**config.mk**
```make
export PLATFORM = sky130hd
export DESIGN_NAME = coh_dir_home
export DESIGN_NICKNAME = d
export VERILOG_FILES = /design/src/rtl/coh_dir_pkg.sv /design/src/rtl/coh_dir_pick.sv /design/src/rtl/coh_dir_table.sv /design/src/rtl/coh_dir_home.sv
export SDC_FILE = /design/constraint.sdc
export NUM_CORES = 1
export LEC_CHECK = 0
export BUFFER_PORTS_ARGS = -buffer_cell sky130_fd_sc_hd__clkbuf_2
export CELL_PAD_IN_SITES_DETAIL_PLACEMENT = 0
export CELL_PAD_IN_SITES_GLOBAL_PLACEMENT = 1
export CORE_UTILIZATION = 52
export DETAILED_ROUTE_END_ITERATION = 12
export MAX_ROUTING_LAYER = met4
export PLACE_DENSITY = 0.81
export SYNTH_ARGS = -nofsm -noshare
export SYNTH_HDL_FRONTEND = slang
export SYNTH_SLANG_ARGS = --single-unit
```
**constraint.sdc**
```tcl
create_clock -name clk -period 5.8 [get_ports clk]
set_input_delay 1.16 -clock clk [delete_from_list [all_inputs] [get_ports clk]]
set_output_delay 1.16 -clock clk [all_outputs]
set_load 0.005 [all_outputs]
```
**src/rtl/coh_dir_pkg.sv**
```systemverilog
package coh_dir_pkg;
  typedef enum logic [1:0] {
    DIR_UNC = 2'd0,
    DIR_SHR = 2'd1,
    DIR_EXC = 2'd2
  } dir_state_e;

  typedef enum logic [2:0] {
    C_IDLE,
    C_EVAL,
    C_INV,
    C_FETCH,
    C_WAIT,
    C_REPLY
  } ctl_state_e;

  localparam logic [1:0] REQ_RD = 2'd0;
  localparam logic [1:0] REQ_WR = 2'd1;
  localparam logic [1:0] REQ_WB = 2'd2;

  localparam logic [1:0] MSG_REPLY    = 2'd0;
  localparam logic [1:0] MSG_INV      = 2'd1;
  localparam logic [1:0] MSG_FETCH    = 2'd2;
  localparam logic [1:0] MSG_FETCHINV = 2'd3;
endpackage

```
**src/rtl/coh_dir_pick.sv**
```systemverilog
module coh_dir_pick #(
  parameter int N = 4,
  parameter int W = 2
) (
  input  logic [N-1:0] vec,
  output logic [W-1:0] idx,
  output logic         any
);
  always_comb begin
    idx = '0;
    any = |vec;
    for (int i = N - 1; i >= 0; i--) begin
      if (vec[i]) idx = W'(i);
    end
  end
endmodule

```
**src/rtl/coh_dir_table.sv**
```systemverilog
module coh_dir_table
  import coh_dir_pkg::*;
#(
  parameter int NODES  = 4,
  parameter int BLOCKS = 16,
  parameter int DW     = 16,
  parameter int AW     = 4
) (
  input  logic              clk,
  input  logic              rst_n,
  input  logic [AW-1:0]     addr,
  output dir_state_e        rd_state,
  output logic [NODES-1:0]  rd_sharers,
  output logic [DW-1:0]     rd_data,
  input  logic              ent_we,
  input  dir_state_e        wr_state,
  input  logic [NODES-1:0]  wr_sharers,
  input  logic              mem_we,
  input  logic [DW-1:0]     wr_data
);
  dir_state_e       st_q [BLOCKS];
  logic [NODES-1:0] sh_q [BLOCKS];
  logic [DW-1:0]    mem_q[BLOCKS];

  assign rd_state   = st_q[addr];
  assign rd_sharers = sh_q[addr];
  assign rd_data    = mem_q[addr];

  always_ff @(posedge clk or negedge rst_n) begin
    if (!rst_n) begin
      for (int i = 0; i < BLOCKS; i++) begin
        st_q[i] <= DIR_UNC;
        sh_q[i] <= '0;
      end
    end else if (ent_we) begin
      st_q[addr] <= wr_state;
      sh_q[addr] <= wr_sharers;
    end
  end

  always_ff @(posedge clk or negedge rst_n) begin
    if (!rst_n) begin
      for (int i = 0; i < BLOCKS; i++) mem_q[i] <= '0;
    end else if (mem_we) begin
      mem_q[addr] <= wr_data;
    end
  end
endmodule

```
**src/rtl/coh_dir_home.sv**
```systemverilog
module coh_dir_home
  import coh_dir_pkg::*;
#(
  parameter int  NODES  = 4,
  parameter int  BLOCKS = 16,
  parameter int  DW     = 16,
  localparam int NW     = (NODES > 1) ? $clog2(NODES) : 1,
  localparam int AW     = (BLOCKS > 1) ? $clog2(BLOCKS) : 1
) (
  input  logic          clk,
  input  logic          rst_n,
  input  logic          req_valid,
  output logic          req_ready,
  input  logic [1:0]    req_kind,
  input  logic [NW-1:0] req_node,
  input  logic [AW-1:0] req_addr,
  input  logic [DW-1:0] req_data,
  input  logic          rsp_valid,
  output logic          rsp_ready,
  input  logic [DW-1:0] rsp_data,
  output logic          out_valid,
  input  logic          out_ready,
  output logic [1:0]    out_kind,
  output logic [NW-1:0] out_node,
  output logic [AW-1:0] out_addr,
  output logic [DW-1:0] out_data
);
  ctl_state_e       ctl_q;
  logic [1:0]       kind_q;
  logic [NW-1:0]    node_q;
  logic [NW-1:0]    owner_q;
  logic [AW-1:0]    addr_q;
  logic [DW-1:0]    wdata_q;
  logic [DW-1:0]    reply_q;
  logic [NODES-1:0] pend_q;
  logic             finv_q;

  dir_state_e       ent_state;
  logic [NODES-1:0] ent_shr;
  logic [DW-1:0]    mem_rd;
  logic             ent_we, mem_we;
  dir_state_e       new_state;
  logic [NODES-1:0] new_shr;
  logic [DW-1:0]    mem_wd;

  logic [NODES-1:0] req_oh, own_oh;
  logic [NW-1:0]    own_idx, inv_idx;
  logic             own_any, inv_any;
  logic             is_owner, other_owner;

  coh_dir_table #(.NODES(NODES), .BLOCKS(BLOCKS), .DW(DW), .AW(AW)) u_table (
    .clk(clk), .rst_n(rst_n), .addr(addr_q),
    .rd_state(ent_state), .rd_sharers(ent_shr), .rd_data(mem_rd),
    .ent_we(ent_we), .wr_state(new_state), .wr_sharers(new_shr),
    .mem_we(mem_we), .wr_data(mem_wd)
  );

  coh_dir_pick #(.N(NODES), .W(NW)) u_own_pick (
    .vec(ent_shr), .idx(own_idx), .any(own_any)
  );

  coh_dir_pick #(.N(NODES), .W(NW)) u_inv_pick (
    .vec(pend_q), .idx(inv_idx), .any(inv_any)
  );

  always_comb begin
    req_oh = '0;
    req_oh[node_q] = 1'b1;
    own_oh = '0;
    own_oh[owner_q] = 1'b1;
  end

  assign is_owner    = (ent_state == DIR_EXC) && (ent_shr == req_oh);
  assign other_owner = (ent_state == DIR_EXC) && own_any && !is_owner;

  // Directory and memory updates: decided in EVAL, or on fetched data in WAIT
  always_comb begin
    ent_we    = 1'b0;
    mem_we    = 1'b0;
    new_state = ent_state;
    new_shr   = ent_shr;
    mem_wd    = wdata_q;
    if (ctl_q == C_EVAL) begin
      if (kind_q == REQ_WB && is_owner) begin
        ent_we    = 1'b1;
        mem_we    = 1'b1;
        new_state = DIR_UNC;
        new_shr   = '0;
      end else if (kind_q == REQ_RD && ent_state != DIR_EXC) begin
        ent_we    = 1'b1;
        new_state = DIR_SHR;
        new_shr   = ent_shr | req_oh;
      end else if (kind_q == REQ_WR && ent_state != DIR_EXC) begin
        ent_we    = 1'b1;
        new_state = DIR_EXC;
        new_shr   = req_oh;
      end
    end else if (ctl_q == C_WAIT && rsp_valid) begin
      ent_we    = 1'b1;
      mem_we    = 1'b1;
      mem_wd    = rsp_data;
      new_state = finv_q ? DIR_EXC : DIR_SHR;
      new_shr   = finv_q ? req_oh : (req_oh | own_oh);
    end
  end

  always_ff @(posedge clk or negedge rst_n) begin
    if (!rst_n) begin
      ctl_q   <= C_IDLE;
      kind_q  <= '0;
      node_q  <= '0;
      owner_q <= '0;
      addr_q  <= '0;
      wdata_q <= '0;
      reply_q <= '0;
      pend_q  <= '0;
      finv_q  <= 1'b0;
    end else begin
      unique case (ctl_q)
        C_IDLE: if (req_valid) begin
          kind_q  <= req_kind;
          node_q  <= req_node;
          addr_q  <= req_addr;
          wdata_q <= req_data;
          ctl_q   <= C_EVAL;
        end
        C_EVAL: begin
          reply_q <= mem_rd;
          owner_q <= own_idx;
          finv_q  <= (kind_q == REQ_WR);
          pend_q  <= '0;
          if (kind_q != REQ_RD && kind_q != REQ_WR) begin
            ctl_q <= C_IDLE;
          end else if (other_owner) begin
            ctl_q <= C_FETCH;
          end else if (kind_q == REQ_WR && ent_state == DIR_SHR) begin
            pend_q <= ent_shr & ~req_oh;
            ctl_q  <= C_INV;
          end else begin
            ctl_q <= C_REPLY;
          end
        end
        C_INV: begin
          if (!inv_any) ctl_q <= C_REPLY;
          else if (out_ready) pend_q[inv_idx] <= 1'b0;
        end
        C_FETCH: if (out_ready) ctl_q <= C_WAIT;
        C_WAIT: if (rsp_valid) begin
          reply_q <= rsp_data;
          ctl_q   <= C_REPLY;
        end
        C_REPLY: if (out_ready) ctl_q <= C_IDLE;
        default: ctl_q <= C_IDLE;
      endcase
    end
  end

  assign req_ready = (ctl_q == C_IDLE);
  assign rsp_ready = (ctl_q == C_WAIT);
  assign out_addr  = addr_q;

  always_comb begin
    out_valid = 1'b0;
    out_kind  = MSG_REPLY;
    out_node  = node_q;
    out_data  = '0;
    unique case (ctl_q)
      C_INV: begin
        out_valid = inv_any;
        out_kind  = MSG_INV;
        out_node  = inv_idx;
      end
      C_FETCH: begin
        out_valid = 1'b1;
        out_kind  = finv_q ? MSG_FETCHINV : MSG_FETCH;
        out_node  = owner_q;
      end
      C_REPLY: begin
        out_valid = 1'b1;
        out_data  = reply_q;
      end
      default: ;
    endcase
  end
endmodule

```
Word level (Yosys, flattened, before mapping):

Cells that the tools add are included.

* register bits: 402
* output and inout port bits: 27

* order comparisons: 8
* equal/unequal tests: 19
* mux-type cells: 75
* bitwise logic cells: 7
* reductions and logical operators: 26

Operators with widths (count)
* bitwise mux 256 bit: 1
* two-way mux 16 bit: 7
* binary-select mux 16 bit (select 4 bit): 1
* bitwise mux 64 bit: 1
* demux 16 bit (select 4 bit): 1
* two-way mux 4 bit: 14
* two-way mux 2 bit: 17
* bitwise mux 32 bit: 1
* one-hot mux 16 bit (2 select lines): 1
* two-way mux 3 bit: 8
* one-hot mux 3 bit (6 select lines): 1
* binary-select mux 4 bit (select 4 bit): 1
* demux 4 bit (select 4 bit): 1
* != test 2 bit (second input constant): 8
* logical AND 1 bit: 13
* two-way mux 1 bit: 11
* < comparator 2 x 3 -> 1 bit (second input constant): 3
* bitwise AND 4 bit: 2
* binary-select mux 2 bit (select 4 bit): 1
* demux 2 bit (select 4 bit): 1
* inverter 4 bit: 2
* OR 4 bit: 2
* one-hot mux 2 bit (2 select lines): 2
* one-hot mux 4 bit (2 select lines): 1
* other kinds (22): 34

Logic depth before layout (Yosys ltp):

* depth in word-level cells: 13
* depth in mapped cells: 15
* mapped depth without buffers: 11

Cells and area by module:

From an unflattened synthesis, not the netlist that was laid out.

* cells, all modules: 1295
* area, all modules: 19049.5 um^2

By module, submodules not included
* coh_dir_table: instances 1, cells an instance 983, area an instance 15919.0 um^2, sequential area each 8808.4 um^2
* coh_dir_home: instances 1, cells an instance 298, area an instance 3060.4 um^2, sequential area each 1251.2 um^2
* coh_dir_pick: instances 2, cells an instance 7, area an instance 35.0 um^2, sequential area each 0.0 um^2

Least setup slack after synthesis:

Ideal clock, no wire load.

* path kind: reg2reg
* from: register addr_q[0] (netlist: out_addr[0])
* to: register u_table.st_q[22] (netlist name)
* data arrival time: 4035 ps
* data required time: 5673 ps
* slack: 1637 ps
* stages on the path, launching flop included: 15
* period minus slack after synthesis: 4163 ps
* cells stage by stage: dfrtp_1 clkbuf_1 buf_2 buf_1 mux2i_1 a21oi_1 inv_1 ha_1 nor4_1 and3_1 inv_1 nor4_4 buf_4 o31ai_2 mux2_1

* word-level cells in the longest chain between the ends: 11

RTL lines
* from (decl): line coh_dir_home.sv:32 `logic [AW-1:0] addr_q;`
* from (signal assigned): line coh_dir_home.sv:123 `addr_q <= req_addr;`
* inverter 4 -> 5 bit (not written as such) (*): line coh_dir_table.sv:25, coh_dir_table.sv:26, coh_dir_table.sv:36
* binary-select mux 2 bit (select 4 bit): line coh_dir_table.sv:25 `assign rd_state = st_q[addr];`
* two-way mux 2 bit (not written as such) (2 in a row): line coh_dir_table.sv:25
* != test 2 bit: line coh_dir_home.sv:89, coh_dir_home.sv:93
* logical AND 1 bit: line coh_dir_home.sv:93 `end else if (kind_q == REQ_WR && ent_state != DIR_EXC) begin`
* two-way mux 2 bit: line coh_dir_home.sv:93
* two-way mux 2 bit: line coh_dir_home.sv:89 `end else if (kind_q == REQ_RD && ent_state != DIR_EXC) begin`
* two-way mux 2 bit: line coh_dir_home.sv:84 `if (kind_q == REQ_WB && is_owner) begin`
* two-way mux 2 bit: line coh_dir_home.sv:83 `if (ctl_q == C_EVAL) begin`
* bitwise mux 32 bit: line coh_dir_table.sv:36 `st_q[addr] <= wr_state;`
* to (signal, indexed assignment): line coh_dir_table.sv:36
* to (decl): line coh_dir_table.sv:21 `dir_state_e st_q [BLOCKS];`

Mark *: on every way between the ends. The rest lies on a longest branch, timed or not. The select of a mux whose other input is x is not followed.
A chain may end at the register's enable or synchronous reset.

Final worst setup path:

* from: register addr_q[0] (netlist: out_addr[0])
* to: register u_table.sh_q[63] (netlist name)

* word-level cells in the longest chain between the ends: 11

RTL lines
* inverter 4 -> 5 bit (not written as such) (*): line coh_dir_table.sv:25, coh_dir_table.sv:26, coh_dir_table.sv:37
* binary-select mux 2 bit (select 4 bit): line coh_dir_table.sv:25
* two-way mux 2 bit (not written as such) (2 in a row): line coh_dir_table.sv:25
* != test 2 bit: line coh_dir_home.sv:89, coh_dir_home.sv:93
* logical AND 1 bit: line coh_dir_home.sv:93
* two-way mux 4 bit: line coh_dir_home.sv:93
* two-way mux 4 bit: line coh_dir_home.sv:89
* two-way mux 4 bit: line coh_dir_home.sv:84
* two-way mux 4 bit: line coh_dir_home.sv:83
* bitwise mux 64 bit: line coh_dir_table.sv:37 `sh_q[addr] <= wr_sharers;`
* to (signal, indexed assignment): line coh_dir_table.sv:37
* to (decl): line coh_dir_table.sv:22 `logic [NODES-1:0] sh_q [BLOCKS];`

Marked as above.

==> results.yml <==
critical_path:
  crit_arrival_ns: 4.86
  worst_setup_path_end_kind: "flop"
  critical_path_class: "reg2reg"
  cp-start-kind: "flop"
  required_ns: 6.20
  worstPathMaxFanout: 27
floorplanning:
  fp.dieH_um: 197
  core_area_um2: 37600
  fp-row-count: 71
  die_x_um: 197
  dieArea_um2: 38800
  start_util: 0.527
  pin_count: 72
synth:
  synth_nets: 1536
  synth.avg_cell_area_um2: 13.3
  synth_cells: 1483
  synth_async_sr_flop_share: 1.00
  syn-cell-area_um2: 19800
  ys_seq_area_frac: 0.508
  ys.flop_type: "dfrtp_1"
  synth_cell_types: 61
  yosysWarningCount: 0
  yosys_register_bits: 402
  synth_edf_count: 0
global_routing:
  grt_usage: 0.264
  grt_max_degree: 137
  antenna_found_initial: 1
  overflow: 0
  grt_pass1_vias: 13000
  grt_pass1_wl_mm: 76.5
clock_network:
  cts.sinks: 402
  post_cts_resized: 0
  ctsHtreeMaxLevel: 2
  path_clk_slew_ns: 0.06
  cts_tree: "done"
  clk_latency_ns: 0.56
  cts_setup_buffers: 0
  cts-root-buf: "clkbuf_16"
  cts_hold_buf: 0
  cts_buffers: 44
  cts_buffer_depth: 3
drt:
  dr.pass1.iters: 6
  post_drt_wl_per_cell_um: 22.9
  dr_total_vias: 12500
  wl_met3_mm: 3.50
  viasPerCell: 6.06
  routed_wl_mm: 47.5
  ant_nets: 0
  wl_met1_mm: 22.3
  routed.top_layer: "met4"
  drc: 0
  drt_iter0_markers: 992
  met2_length_mm: 21.0
final_layout:
  drive_gt1_frac: 0.328
  fin_util: 0.589
  fillCellCount: 2967
  synthToLayoutAreaGrowth_pct: 11.8
  final_common_cell: "dfrtp_1"
  nNetsFinal: 1578
  final_cell_mix: "dfrtp_1, mux2_2, mux2_1"
timing:
  slew_violations: 0
  min_period_ns: 4.46
  whs_ns: 0.481
  fin_worst_skew_ns: 0.0132
  period_share: 0.769
  hold_viol: 0
  rsz0062_at_grt: "no"
  fmax_mhz: 224
  setup-tns-final_ns: 0
  relSlewSlack: 0.142
  setup_violations: 0
  tightest_slew_ns: 1.28
placed_design:
  dp_hpwl_mm: 31.6
  finalWeightedCongestion: 0.878
  io_buffers: 71
power:
  leakage_uw: 0.0103
  finalPower_uw: 12000
  peakVddDrop_v: 0.000239
  powerDensity_nw_per_um2: 541
hold_path:
  min_path_type: "reg2reg"
status:
  status: "finished, final reports clean"
flow_run:
  drv_cap: 0
flip-flops by register name, summed over array words and instances (netlist names):
name           count
u_table.mem_q    256
u_table.sh_q      64
u_table.st_q      32
reply_q           16
wdata_q           16
out_addr           4
pend_q             4
ctl_q              3
kind_q             2
node_q             2
owner_q            2
finv_q             1
metrics by stage:
stage               setup slack [ns]  cell area, um^2  instances
floorplan                       1.64            19800       1483
global placement                1.46            20600       1990
detailed placement              1.39            20600       1990
CTS                             1.39            22100       2070
global route                    1.07            22100       2071
finish                          1.34            22100       2072
synthesized netlist by cell type, drive strengths merged (3+ instances only):
cell type,count,area [um^2]
dfrtp,402,10100
mux2,313,3520
mux4,104,2340
nor2,103,387
nand2,79,297
inv,76,285
clkbuf,61,229
a21oi,56,340
buf,48,274
a221oi,30,263
mux2i,30,300
and2,19,119
a211oi,18,135
o31ai,18,294
a32oi,17,149
o21ai,13,65.1
nand3,10,50.1
nor3,10,55.1
a21boi,9,67.6
ha,8,100
nand2b,8,50.1
nor2b,6,37.5
nor4,4,40.0
o22ai,4,25.0
and3,3,18.8
or4,3,22.5
report_power, final:
part / total, uW / internal [uW] / switching (uW)
combinational: 4570 / 1980 / 2590
clock: 2880 / 1720 / 1160
sequential: 4510 / 3810 / 701
total: 12000 / 7510 / 4450
path summary, 6_finish.rpt:
path / start / end / slack [ns] / cells after the start
max in group asynchronous: rst_n / out_addr[1]$_DFFE_PN0P_ / 3.88 / 2
min in group asynchronous: rst_n / wdata_q[10]$_DFFE_PN0P_ / 0.61 / 1
worst max-delay path: out_addr[0]$_DFFE_PN0P_ / u_table.sh_q[63]$_DFFE_PN0P_ / 1.34 / 12
worst min-delay path: u_table.mem_q[94]$_DFFE_PN0P_ / u_table.mem_q[94]$_DFFE_PN0P_ / 0.48 / 1
worst min register to register: u_table.mem_q[94]$_DFFE_PN0P_ / u_table.mem_q[94]$_DFFE_PN0P_ / 0.48 / 1
worst max register to register: out_addr[0]$_DFFE_PN0P_ / u_table.sh_q[63]$_DFFE_PN0P_ / 1.34 / 12
critical path: stages (launching register included):
cell     delay [ns]
dfrtp_4        0.71
mux4_2         0.55
o22ai_1        0.27
a21oi_1        0.16
inv_1          0.11
ha_1           0.24
nor4_1         0.35
and3_1         0.28
inv_1          0.10
nor4_4         0.24
buf_4          0.41
a311o_1        0.64
a32oi_1        0.20
area by class of cell:
| type | count | area (um^2) | share of cell area |
|---|---|---|---|
| flip-flops and latches | 402 | 10100 | 0.455 |
| clock buffers | 62 | 1280 | 0.0578 |
| inverters | 76 | 285 | 0.0129 |
| well taps | 511 | 639 | 0.0289 |
| repair buffers | 105 | 646 | 0.0292 |
| multi-input cells | 896 | 8970 | 0.405 |
| clock inverters | 18 | 230 | 0.0104 |
| diodes | 2 | 5.00 | 0.000226 |
metal layers:
metal,global-route usage,vias to the layer above
li1,-,5534
met1,0.385,6572
met4,0.0554,0
met2,0.378,387
met3,0.0620,55
met5,-,-
logic make-up after synthesis:
| family | after synthesis | share of synthesized area |
|---|---|---|
| flops | 402 | 0.508 |
| fa+ha+maj | 8 | 0.00506 |
| buf+inv | 185 | 0.0398 |
| compound gates | 183 | 0.0760 |
| simple gates | 258 | 0.0592 |
| mux | 447 | 0.312 |
No activity file was read; power rests on OpenSTA's default activity.
